--- src/rtl/dma_req_pkg.sv ---
package dma_req_pkg;
  typedef enum logic [1:0] {
    ST_ARMED   = 2'd0,
    ST_PENDING = 2'd1,
    ST_RELEASE = 2'd2
  } req_state_e;
endpackage

--- src/rtl/dma_req_avail.sv ---
module dma_req_avail #(
  parameter int DEPTH     = 16,
  parameter bit IS_SOURCE = 1'b0,
  parameter int CNT_W     = $clog2(DEPTH + 1)
) (
  input  logic [CNT_W-1:0] fifo_level,
  input  logic [CNT_W-1:0] burst_thresh,
  output logic             single_ok,
  output logic             burst_ok
);
  localparam logic [CNT_W-1:0] DEPTH_V = CNT_W'(DEPTH);

  logic [CNT_W-1:0] avail;

  generate
    if (IS_SOURCE) begin : g_source
      assign avail = fifo_level;
    end else begin : g_sink
      assign avail = (fifo_level >= DEPTH_V) ? '0 : (DEPTH_V - fifo_level);
    end
  endgenerate

  assign single_ok = (avail != '0);
  assign burst_ok  = (burst_thresh != '0) && (avail >= burst_thresh);
endmodule

--- src/rtl/dma_req_fsm.sv ---
module dma_req_fsm
  import dma_req_pkg::*;
(
  input  logic clk,
  input  logic rst_n,
  input  logic single_ok,
  input  logic burst_ok,
  input  logic dma_ack,
  output logic burst_req,
  output logic single_req
);
  req_state_e state_q, state_d;
  logic       burst_d, single_d;
  logic       out_en;

  always_comb begin
    state_d  = state_q;
    burst_d  = burst_req;
    single_d = single_req;
    unique case (state_q)
      ST_ARMED: begin
        if (!dma_ack && (single_ok || burst_ok)) begin
          state_d  = ST_PENDING;
          burst_d  = burst_ok;
          single_d = single_ok;
        end
      end
      ST_PENDING: begin
        if (dma_ack) begin
          state_d  = ST_RELEASE;
          burst_d  = 1'b0;
          single_d = 1'b0;
        end else begin
          burst_d = burst_req | burst_ok;
        end
      end
      ST_RELEASE: begin
        if (!dma_ack) state_d = ST_ARMED;
      end
      default: begin
        state_d  = ST_ARMED;
        burst_d  = 1'b0;
        single_d = 1'b0;
      end
    endcase
  end

  assign out_en = (burst_d != burst_req) || (single_d != single_req);

  always_ff @(posedge clk or negedge rst_n) begin
    if (!rst_n) begin
      state_q <= ST_ARMED;
    end else begin
      state_q <= state_d;
    end
  end

  always_ff @(posedge clk or negedge rst_n) begin
    if (!rst_n) begin
      burst_req  <= 1'b0;
      single_req <= 1'b0;
    end else if (out_en) begin
      burst_req  <= burst_d;
      single_req <= single_d;
    end
  end
endmodule

--- src/rtl/dma_req_ackmon.sv ---
module dma_req_ackmon (
  input  logic clk,
  input  logic rst_n,
  input  logic dma_ack,
  input  logic burst_req,
  input  logic single_req,
  output logic proto_err
);
  logic idle_ack;
  logic stale_q, stale_d;
  logic err_d;

  always_comb begin
    idle_ack = dma_ack && !burst_req && !single_req;
    stale_d  = idle_ack;
    err_d    = idle_ack && stale_q;
  end

  always_ff @(posedge clk or negedge rst_n) begin
    if (!rst_n) begin
      stale_q   <= 1'b0;
      proto_err <= 1'b0;
    end else begin
      stale_q   <= stale_d;
      proto_err <= err_d;
    end
  end
endmodule

--- src/rtl/dma_req_gen.sv ---
module dma_req_gen #(
  parameter int DEPTH     = 16,
  parameter bit IS_SOURCE = 1'b0,
  parameter int CNT_W     = $clog2(DEPTH + 1)
) (
  input  logic             clk,
  input  logic             rst_n,
  input  logic [CNT_W-1:0] fifo_level,
  input  logic [CNT_W-1:0] burst_thresh,
  input  logic             dma_ack,
  output logic             burst_req,
  output logic             single_req,
  output logic             proto_err
);
  logic single_ok, burst_ok;

  dma_req_avail #(
    .DEPTH(DEPTH), .IS_SOURCE(IS_SOURCE), .CNT_W(CNT_W)
  ) u_avail (
    .fifo_level  (fifo_level),
    .burst_thresh(burst_thresh),
    .single_ok   (single_ok),
    .burst_ok    (burst_ok)
  );

  dma_req_fsm u_fsm (
    .clk       (clk),
    .rst_n     (rst_n),
    .single_ok (single_ok),
    .burst_ok  (burst_ok),
    .dma_ack   (dma_ack),
    .burst_req (burst_req),
    .single_req(single_req)
  );

  dma_req_ackmon u_ackmon (
    .clk       (clk),
    .rst_n     (rst_n),
    .dma_ack   (dma_ack),
    .burst_req (burst_req),
    .single_req(single_req),
    .proto_err (proto_err)
  );
endmodule

--- config.mk ---
export PLATFORM = sky130hd
export DESIGN_NAME = dma_req_gen
export DESIGN_NICKNAME = d
export VERILOG_FILES = /design/src/rtl/dma_req_pkg.sv /design/src/rtl/dma_req_avail.sv /design/src/rtl/dma_req_fsm.sv /design/src/rtl/dma_req_ackmon.sv /design/src/rtl/dma_req_gen.sv
export SDC_FILE = /design/constraint.sdc
export NUM_CORES = 1
export LEC_CHECK = 0
export ABC_AREA = 0
export BUFFER_PORTS_ARGS = -buffer_cell sky130_fd_sc_hd__buf_2
export CAP_MARGIN = 25
export CELL_PAD_IN_SITES_DETAIL_PLACEMENT = 1
export CELL_PAD_IN_SITES_GLOBAL_PLACEMENT = 2
export CORE_AREA = 2 2 45 47
export DETAILED_ROUTE_END_ITERATION = 7
export DIE_AREA = 0 0 47 49
export GPL_TIMING_DRIVEN = 0
export HOLD_SLACK_MARGIN = 0.02
export PLACE_DENSITY = 0.85
export SYNTH_ARGS = -nofsm -noshare
export SYNTH_HDL_FRONTEND = slang
export SYNTH_SLANG_ARGS = --single-unit
--- constraint.sdc ---
create_clock -name clk -period 2.2 [get_ports clk]
set_clock_uncertainty 0.15 [all_clocks]
set_input_delay 0.44 -clock clk [delete_from_list [all_inputs] [get_ports clk]]
set_output_delay 0.44 -clock clk [all_outputs]
set_load 0.01 [all_outputs]
==> impl_metrics.yaml, run 1 <==
die:
  die_x_microns: 47
  rows: 16
  dieArea_sq_um: 2300
  core-area_sq_um: 1840
  ios: 16
  initial_utilization_pct: 27.2
  die_y_microns: 49
yosys:
  synth_nets: 78
  ys.flop_type: "dfrtp_1"
  syn_inst: 58
  synthArstFlopShare_pct: 100
  ys_ff_latch: 6
  synth_common_cells: "inv_1 (8), nor2_1 (8), ha_1 (7), dfrtp_1 (6)"
  synth-seq-area-share_pct: 30.0
  syn_area_sq_um: 500
  syn_area_per_cell_sq_um: 8.63
  yosys.area.top_type_share_pct: 30.0
  yosysTopAreaCell: "dfrtp_1"
  synth.top_cells.by_area: "dfrtp_1 (30%), ha_1 (18%), inv_1 (6.0%)"
  synth.distinct_cells: 22
  synth_edf_count: 0
  ys_warn_count: 0
timing:
  fmax_ghz: 0.455
  post-route-min-period_ns: 2.20
  finalMaxSlewViolations: 0
  tightest_slew_ns: 0.368
  setup_violations: 0
  max-slew-margin-rel_pct: 75.3
  grt_setup_unrepaired: "true"
  period_share_pct: 100
  hold_violations: 0
global_route:
  grt_pass1_vias: 508
  grt.overflow.total: 0
  grt_pass1_wl_mm: 2.11
  antenna_found_initial: 0
  grt_max_degree: 7
  grtUsageTotal_pct: 12.6
detailed_routing:
  wl_mm: 1.25
  drc: 0
  antenna_left: 0
  first_pass_iters: 2
  viasPerCell: 4.58
  wire_per_inst_microns: 11.6
  vias: 495
  drtIter0Drc: 4
min_path:
  min_path_type: "input port to flip-flop"
status:
  outcome: "completed"
layout:
  antenna_cells_inserted: 0
  finalInstanceArea_sq_um: 798
  syn_to_final_growth_pct: 59.5
  multi_input_area_sq_um: 425
  drive_gt1_share_pct: 51.9
  nets: 103
  stdcell_count: 108
  n_fill_cell: 227
  regArea_sq_um: 150
job:
  maxCapViolCount: 0
pwr:
  cellPowerDensity_nw_per_um2: 540
  peakVddDrop_mv: 0.297
  p_leak_uw: 0.000362
placed_design:
  dpl.hpwl_microns: 915
  gp_congestion: 0.787
  place_inst: 100
  placed_area_sq_um: 628
  port_buffers: 15
clock_tree:
  cts_tree: "yes"
  clockRootBuffer: "clkbuf_4"
  cts_max_path_buffers: 2
  h-tree-depth: 1
  cts_buffers: 3
  clock_latency_ns: 0.24
  cts_num_sinks: 6
  clk_pin_slew_worst_paths_ns: 0.04
critical_path:
  arrival_ns: 2.17
  critPathKind: "input port to flip-flop"
  worst_setup_path_end_kind: "flip-flop"
  critPathLaunchType: "input port"
  crit_required_ns: 2.17
  critPathMaxFanout: 3
## logic make-up after synthesis
family	Yosys count	synth area share, %
buffers and inverters	8	6.00
AOI/OAI and AO/OA	14	19.3
xor gates and xnor gates	2	3.50
adders and majority gates	7	17.5
and+or+nand+nor	21	23.7
DFF	6	30.0
## routing by layer
layer	vias up	GRT usage [%]	routed length (microns)
met5	-	0	0
met4	0	1.39	0
met3	0	5.56	41
met2	10	22.1	680
met1	232	13.9	527
li1	253	-	-
## through the flow
| stage | hold WS, ns | total power, uW | setup WS (ns) | setup TNS (ns) | util (%) |
|---|---|---|---|---|---|
| 6_report | 0.316 | 431 | 0.000579 | 0 | 43.3 |
| 5_1_grt | 0.315 | 475 | -0.0918 | -0.210 | 43.3 |
| 4_1_cts | 0.310 | 421 | -0.00226 | -0.00226 | 39.5 |
| 3_5_place_dp | 0.119 | 297 | -0.411 | -1.21 | 34.1 |
| 3_3_place_gp | 0.113 | 292 | -0.386 | -1.13 | 34.1 |
| 2_1_floorplan | -0.00559 | 243 | -0.103 | -0.283 | - |
## worst paths after layout
kind	from	to	slack, ns	cells after the start
setup / recovery	fifo_level[0]	u_fsm.burst_req	0.0006	9
hold / removal	dma_ack	u_fsm.state_q[1]	0.32	2
setup reg to reg	u_fsm.state_q[1]	u_fsm.single_req	0.91	3
hold reg to reg	u_ackmon.stale_q	u_ackmon.proto_err	0.32	1
max in group asynchronous	rst_n	u_fsm.state_q[1]	1.34	2
min in group asynchronous	rst_n	u_ackmon.stale_q	0.42	2
## cells in the final DEF (no fill, tap or decap), drive strengths merged
| cell | n |
|---|---|
| o21ai | 2 |
| nor3 | 1 |
| ha | 7 |
| nand3 | 1 |
| a21boi | 1 |
| a32o | 1 |
| buf | 19 |
| nor2 | 8 |
| inv | 8 |
| nor3b | 2 |
| xor2 | 2 |
| and2 | 4 |
| a21oi | 4 |
| dfrtp | 6 |
| a31oi | 1 |
| nand2 | 1 |
| o31ai | 1 |
| and3 | 1 |
| nor4 | 1 |
| dlygate4sd3 | 1 |
| or4 | 1 |
| clkbuf | 3 |
| nand2b | 1 |
| a211oi | 4 |
## report_power, final
| group | total [uW] | internal, uW | switching, uW |
|---|---|---|---|
| Sequential | 159 | 136 | 23.0 |
| Combinational | 174 | 88.0 | 86.4 |
| Clock | 98.1 | 61.5 | 36.6 |
## registers in the layout (all words and copies together), names as in the netlist
signal,count
u_ackmon.stale_q,1
u_fsm.state_q,2
u_fsm.single_req,1
u_fsm.burst_req,1
u_ackmon.proto_err,1
## cell type report
cell class | count | area share, %
Multi-Input combinational cell | 44 | 53.3
Clock buffer | 3 | 2.82
Timing Repair Buffer | 20 | 16.5
Tap cell | 27 | 4.23
Sequential cell | 6 | 18.8
Inverter | 8 | 4.39
## critical path, stage by stage
cell      delay [ns]
buf_8           0.10
or4_4           0.57
a21oi_4         0.16
and2_4          0.17
ha_4            0.19
a211oi_2        0.21
o21ai_2         0.10
a21oi_2         0.15
a211oi_1        0.09
## timing repair
item,4_1_cts,5_1_grt
hold buffers,1,0
pin swaps,6,8
setup endpoints to repair,3,3
setup buffers,1,3
resized for setup,13,9
hold endpoints to repair,6,0
Note: power is estimated with default switching activity, not from simulation.
==> run 2: changes to the inputs <==
ABC_AREA = 1   (was 0)
CORE_AREA = 2 2 57 45   (was 2 2 45 47)
DIE_AREA = 0 0 59 47   (was 0 0 47 49)
PLACE_DENSITY = 0.88   (was 0.85)
==> run 2 against run 1 <==
Compared with the run above: the flow now finishes with violations (setup timing); worst setup slack got worse by 0.17 ns; synthesized cell count is 53% higher; sequential power up 13%; register-to-register slack improved by 0.02 ns; die area rose by 20%; utilization fell by 0.46 points; via count is 33% higher; global-route usage is 1.4 points higher; sequential share of layout area decreased by 3.0 points; clock power is 0.6% higher; critical endpoint is now u_fsm.single_req.
==> impl_metrics.yaml, run 2 <==
status:
  outcome: "finished with violations"
  violations: "setup timing"
timing:
  setup_violations: 3
  period_share_pct: 108
  grt_setup_unrepaired: "true"
  fmax_ghz: 0.423
  tightest_slew_ns: 0.278
  finalMaxSlewViolations: 0
  whs_ns: 0.319
  final.setup.worst_slack_ns: -0.166
  post-route-min-period_ns: 2.37
  hold_violations: 0
  max-slew-margin-rel_pct: 81.4
yosys:
  synth_nets: 109
  ys.flop_type: "dfrtp_1"
  syn_area_sq_um: 616
  synthArstFlopShare_pct: 100
  yosys.area.top_type_share_pct: 24.4
  syn_inst: 89
  synth_edf_count: 0
  ys_ff_latch: 6
  synth_common_cells: "inv_1 (21), nand2_1 (21), ha_1 (7), dfrtp_1 (6)"
  syn_area_per_cell_sq_um: 6.92
  synth.distinct_cells: 21
  synth-seq-area-share_pct: 24.4
  ys_warn_count: 0
  yosysTopAreaCell: "dfrtp_1"
  synth.top_cells.by_area: "dfrtp_1 (24%), ha_1 (14%), inv_1 (13%)"
layout:
  top_register: "u_fsm.state_q"
  largest_register_ffs: 2
  final_cell_mix: "nand2_1 (19), inv_1 (14), buf_2 (13)"
  nets: 138
  drive_gt1_share_pct: 48.3
  syn_to_final_growth_pct: 54.3
  final_common_cell: "nand2_1"
  antenna_cells_inserted: 0
  finish.utilization_pct: 42.9
  n_fill_cell: 273
  stdcell_count: 141
detailed_routing:
  wire_per_inst_microns: 12.5
  drtIter0Drc: 4
  drc: 0
  antenna_left: 0
  viasPerCell: 4.66
  wl_mm: 1.76
  first_pass_iters: 4
  vias: 657
pwr:
  p_leak_uw: 0.000501
  peakVddDrop_mv: 0.261
  cellPowerDensity_nw_per_um2: 574
die:
  core-area_sq_um: 2210
  initial_utilization_pct: 27.8
  ios: 16
  die_x_microns: 59
  rows: 15
  dieArea_sq_um: 2770
  die_y_microns: 47
min_path:
  min_path_type: "flip-flop to flip-flop"
clock_tree:
  cts_tree: "yes"
  h-tree-depth: 1
  cts_num_sinks: 6
  cts_buffers: 3
  cts_max_path_buffers: 2
  clock_latency_ns: 0.24
  clockRootBuffer: "clkbuf_4"
  clk_pin_slew_worst_paths_ns: 0.04
critical_path:
  arrival_ns: 2.34
  path_buf_inv: 6
  slowest_stage: "ha_4"
  crit_chain: "buf_8, inv_12, ha_4, inv_2, nor3_2, ha_2, inv_8, nand4_1, inv_2, ha_4, nand2_2, clkinv_2, nand4_1, nand3_1, nand2_2, nor2_4, nand2_1, a21boi_1, nor2_1"
  worst-r2r-setup-slack_ns: 0.93
  critPathLaunchType: "input port"
  critPathMaxFanout: 4
  worst_setup_path_end_kind: "flip-flop"
  cpPeakStageDelay_ns: 0.27
  critPathKind: "input port to flip-flop"
  crit_family: "simple AND/OR/NAND/NOR gates"
  crit_required_ns: 2.18
placed_design:
  place_inst: 129
  port_buffers: 15
  gp_congestion: 0.721
  dpl.hpwl_mm: 1.25
global_route:
  grtUsageTotal_pct: 14.0
  grt_pass1_wl_mm: 2.86
  grt.overflow.total: 0
  antenna_found_initial: 0
  grt_max_degree: 7
  grt_pass1_vias: 655
job:
  maxCapViolCount: 0
## run 2: layer usage
layer | GRT usage [%] | vias up | routed length [microns]
met5 | 0 | - | 0
met4 | 2.73 | 0 | 11
met3 | 3.31 | 2 | 51
met2 | 26.0 | 10 | 896
met1 | 16.8 | 314 | 799
li1 | - | 331 | -
## run 2: layout make-up
type                       instances  area [sq um]  area share, %
clock buffer                       3          22.5           2.37
tap                               25          31.3           3.29
timing repair buffer              24           165           17.4
multi-input combinational         59           457           48.1
sequential                         6           150           15.8
inverter                          24           124           13.0
## run 2: power by group
group / switching (uW) / total (uW) / internal (uW)
logic: 150 / 267 / 116
clock network: 37.1 / 98.7 / 61.5
registers: 30.4 / 180 / 149
total: 218 / 545 / 327
## run 2: what timing repair did
item	CTS	global route
pin swaps	6	2
setup buffers	7	2
gates resized for setup	16	2
hold buffers	1	0
setup endpoints to repair	3	3
hold endpoints to repair	6	0
## run 2: through the flow
step                      worst slack (ns)  TNS (ns)  power, uW  cell area, sq um
after floorplan                     -0.134    -0.255        325               678
after global placement              -0.500     -1.31        396               785
after detailed placement            -0.545     -1.48        402               785
after CTS                           -0.108    -0.164        538               930
after global routing                -0.310    -0.796        595               950
final                               -0.166    -0.451        545               950
## run 2: cells by family after synthesis
kind of cell	synth area share (%)
adders and majority gates	14.2
DFF	24.4
and+or+nand+nor	38.6
buffers and inverters	15.9
AOI/OAI and AO/OA	5.49
xor gates and xnor gates	1.42
## run 2: worst paths after layout
kind / from / endpoint / depth (start not counted)
max: fifo_level[0] / u_fsm.single_req / 19
min: u_ackmon.stale_q / u_ackmon.proto_err / 1
max reg2reg: u_fsm.state_q[1] / u_fsm.burst_req / 7
min reg2reg: u_ackmon.stale_q / u_ackmon.proto_err / 1
max in group asynchronous: rst_n / u_fsm.single_req / 2
min in group asynchronous: rst_n / u_fsm.state_q[0] / 2
==> run 3: changes to the inputs <==
--- a/config.mk
+++ b/config.mk
@@ -17,3 +17,3 @@
 export HOLD_SLACK_MARGIN = 0.02
-export PLACE_DENSITY = 0.88
+export PLACE_DENSITY_LB_ADDON = 0.3
 export SYNTH_ARGS = -nofsm -noshare
==> constraint.sdc (replaced) <==
create_clock -name clk -period 2.2 [get_ports clk]
set_clock_uncertainty 0.15 [all_clocks]
set_input_delay 0.33 -clock clk [delete_from_list [all_inputs] [get_ports clk]]
set_output_delay 0.33 -clock clk [all_outputs]
set_load 0.01 [all_outputs]
==> run 3 against run 2 <==
Compared with the run above: the run now ends clean; hold slack lost 0.075 ns; critical path depth grew 1; worst setup slack improved by 0.18 ns; largest power group unchanged.
==> impl_metrics.yaml, run 3 (same netlist as run 2, synthesis figures left out) <==
status:
  outcome: "completed"
layout:
  antenna_cells_inserted: 0
  finalInstanceArea_sq_um: 980
  top_register: "u_fsm.state_q"
  final_common_cell: "nand2_1"
  largest_register_ffs: 2
  n_fill_cell: 272
  final_cell_mix: "nand2_1 (19), inv_1 (14), buf_2 (13)"
  multi_input_area_sq_um: 504
  nets: 137
  syn_to_final_growth_pct: 59.1
  drive_gt1_share_pct: 50.4
  regArea_sq_um: 150
critical_path:
  worst_setup_path_end_kind: "flip-flop"
  critPathLaunchType: "input port"
  crit_required_ns: 2.19
  worst-r2r-setup-slack_ns: 0.96
  critPathKind: "input port to flip-flop"
  r2r_cells: 7
  reg2reg_from: "u_fsm.state_q[1]"
  crit_path_start: "fifo_level[1]"
  critPathMaxFanout: 4
  arrival_ns: 2.18
  r2r-end: "u_fsm.burst_req"
clock_tree:
  cts_num_sinks: 6
  cts_max_path_buffers: 2
  clk_pin_slew_worst_paths_ns: 0.05
  h-tree-depth: 1
  cts_tree: "yes"
  cts_buffers: 3
  clockRootBuffer: "clkbuf_4"
  clock_latency_ns: 0.25
die:
  core-area_sq_um: 2210
  rows: 15
  ios: 16
  dieArea_sq_um: 2770
  die_y_microns: 47
  initial_utilization_pct: 27.8
  die_x_microns: 59
global_route:
  grt.overflow.total: 0
  grt_use_met2_pct: 25.1
  grtUsageMet3_pct: 4.41
  grt_max_degree: 7
  grt_pass1_vias: 684
  grt_pass1_wl_mm: 2.91
  grtUsageTotal_pct: 14.3
  gr-usage-met1_pct: 17.3
  antenna_found_initial: 0
  busiest_layer: "met2"
timing:
  max-slew-margin-rel_pct: 81.4
  post-route-min-period_ns: 2.19
  tightest_slew_ns: 0.276
  finalMaxSlewViolations: 0
  fmax_ghz: 0.457
  period_share_pct: 99.5
  setup_violations: 0
  whs_ns: 0.244
  hold_violations: 0
  fin_tns_setup_ns: 0
  grt_setup_unrepaired: "true"
detailed_routing:
  drc: 0
  first_pass_iters: 4
  drtIter0Drc: 5
  antenna_left: 0
  viasPerCell: 4.67
  wire_per_inst_microns: 12.1
  vias: 654
  wl_mm: 1.70
min_path:
  min_path_type: "input port to flip-flop"
  min_path_cells: 3
  worstHoldStart: "dma_ack"
  min_to: "u_fsm.state_q[1]"
placed_design:
  placed_area_sq_um: 774
  gp_congestion: 0.698
  port_buffers: 15
  dpl.hpwl_mm: 1.28
pwr:
  p_leak_uw: 0.000505
  cellPowerDensity_nw_per_um2: 569
  peakVddDrop_mv: 0.160
job:
  maxCapViolCount: 0
-- run 3: layer usage --
metal  part of all wire (%)  wire, microns
met1                     44            747
met2                     52            884
met3                    2.7             45
met4                    1.0             17
met5                      0              0
-- run 3: metrics by stage --
step                power (uW)  instances  worst slack [ns]  util (%)
floorplan                  324         89           -0.0276         -
global placement           394        129            -0.350      35.0
detailed placement         399        129            -0.393      35.0
CTS                        541        141           -0.0522      42.1
global route               611        140           -0.0934      44.2
finish                     558        140            0.0121      44.2
-- run 3: critical path: stages --
cell and delay (ns):
buf_8 0.11, inv_8 0.04, ha_4 0.12, inv_2 0.03, nor3_2 0.10, ha_2 0.25, inv_8 0.05, nand4_1 0.11
inv_2 0.06, ha_4 0.21, nand2_2 0.06, clkinv_2 0.06, a21oi_2 0.14, nand3_2 0.11, nand2_4 0.10, nor2_4 0.04
inv_2 0.06, nand3_2 0.08, nand2_1 0.07, nor2_1 0.04
-- run 3: power breakdown --
part           switching (uW)  internal (uW)  total, uW
Sequential               29.9            149        179
Clock                    41.3           61.8        103
Combinational             155            121        276
-- run 3: cell type report --
type / count / share of cell area [%]
Tap cell: 25 / 3.19
Timing Repair Buffer: 23 / 16.1
Inverter: 24 / 11.6
Multi-Input combinational cell: 59 / 51.5
Clock buffer: 3 / 2.30
Sequential cell: 6 / 15.3
-- run 3: what timing repair did --
item / CTS / global route
pin swaps: 10 / 17
hold endpoints to repair: 6 / 0
cloned: 0 / 0
hold buffers: 1 / 0
gates resized for setup: 14 / 11
setup buffers: 8 / 0
endpoints found under the setup margin: 2 / 3
-- run 3: how the worst max path moves through the flow --
| stage | endpoint | slack, ns |
|---|---|---|
| 2_1_floorplan | u_fsm.single_req | -0.03 |
| 3_3_place_gp | u_fsm.single_req | -0.35 |
| 3_5_place_dp | u_fsm.single_req | -0.39 |
| 4_1_cts | u_fsm.single_req | -0.05 |
| 5_1_grt | u_fsm.single_req | -0.09 |
| 6_report | u_fsm.single_req | 0.01 |
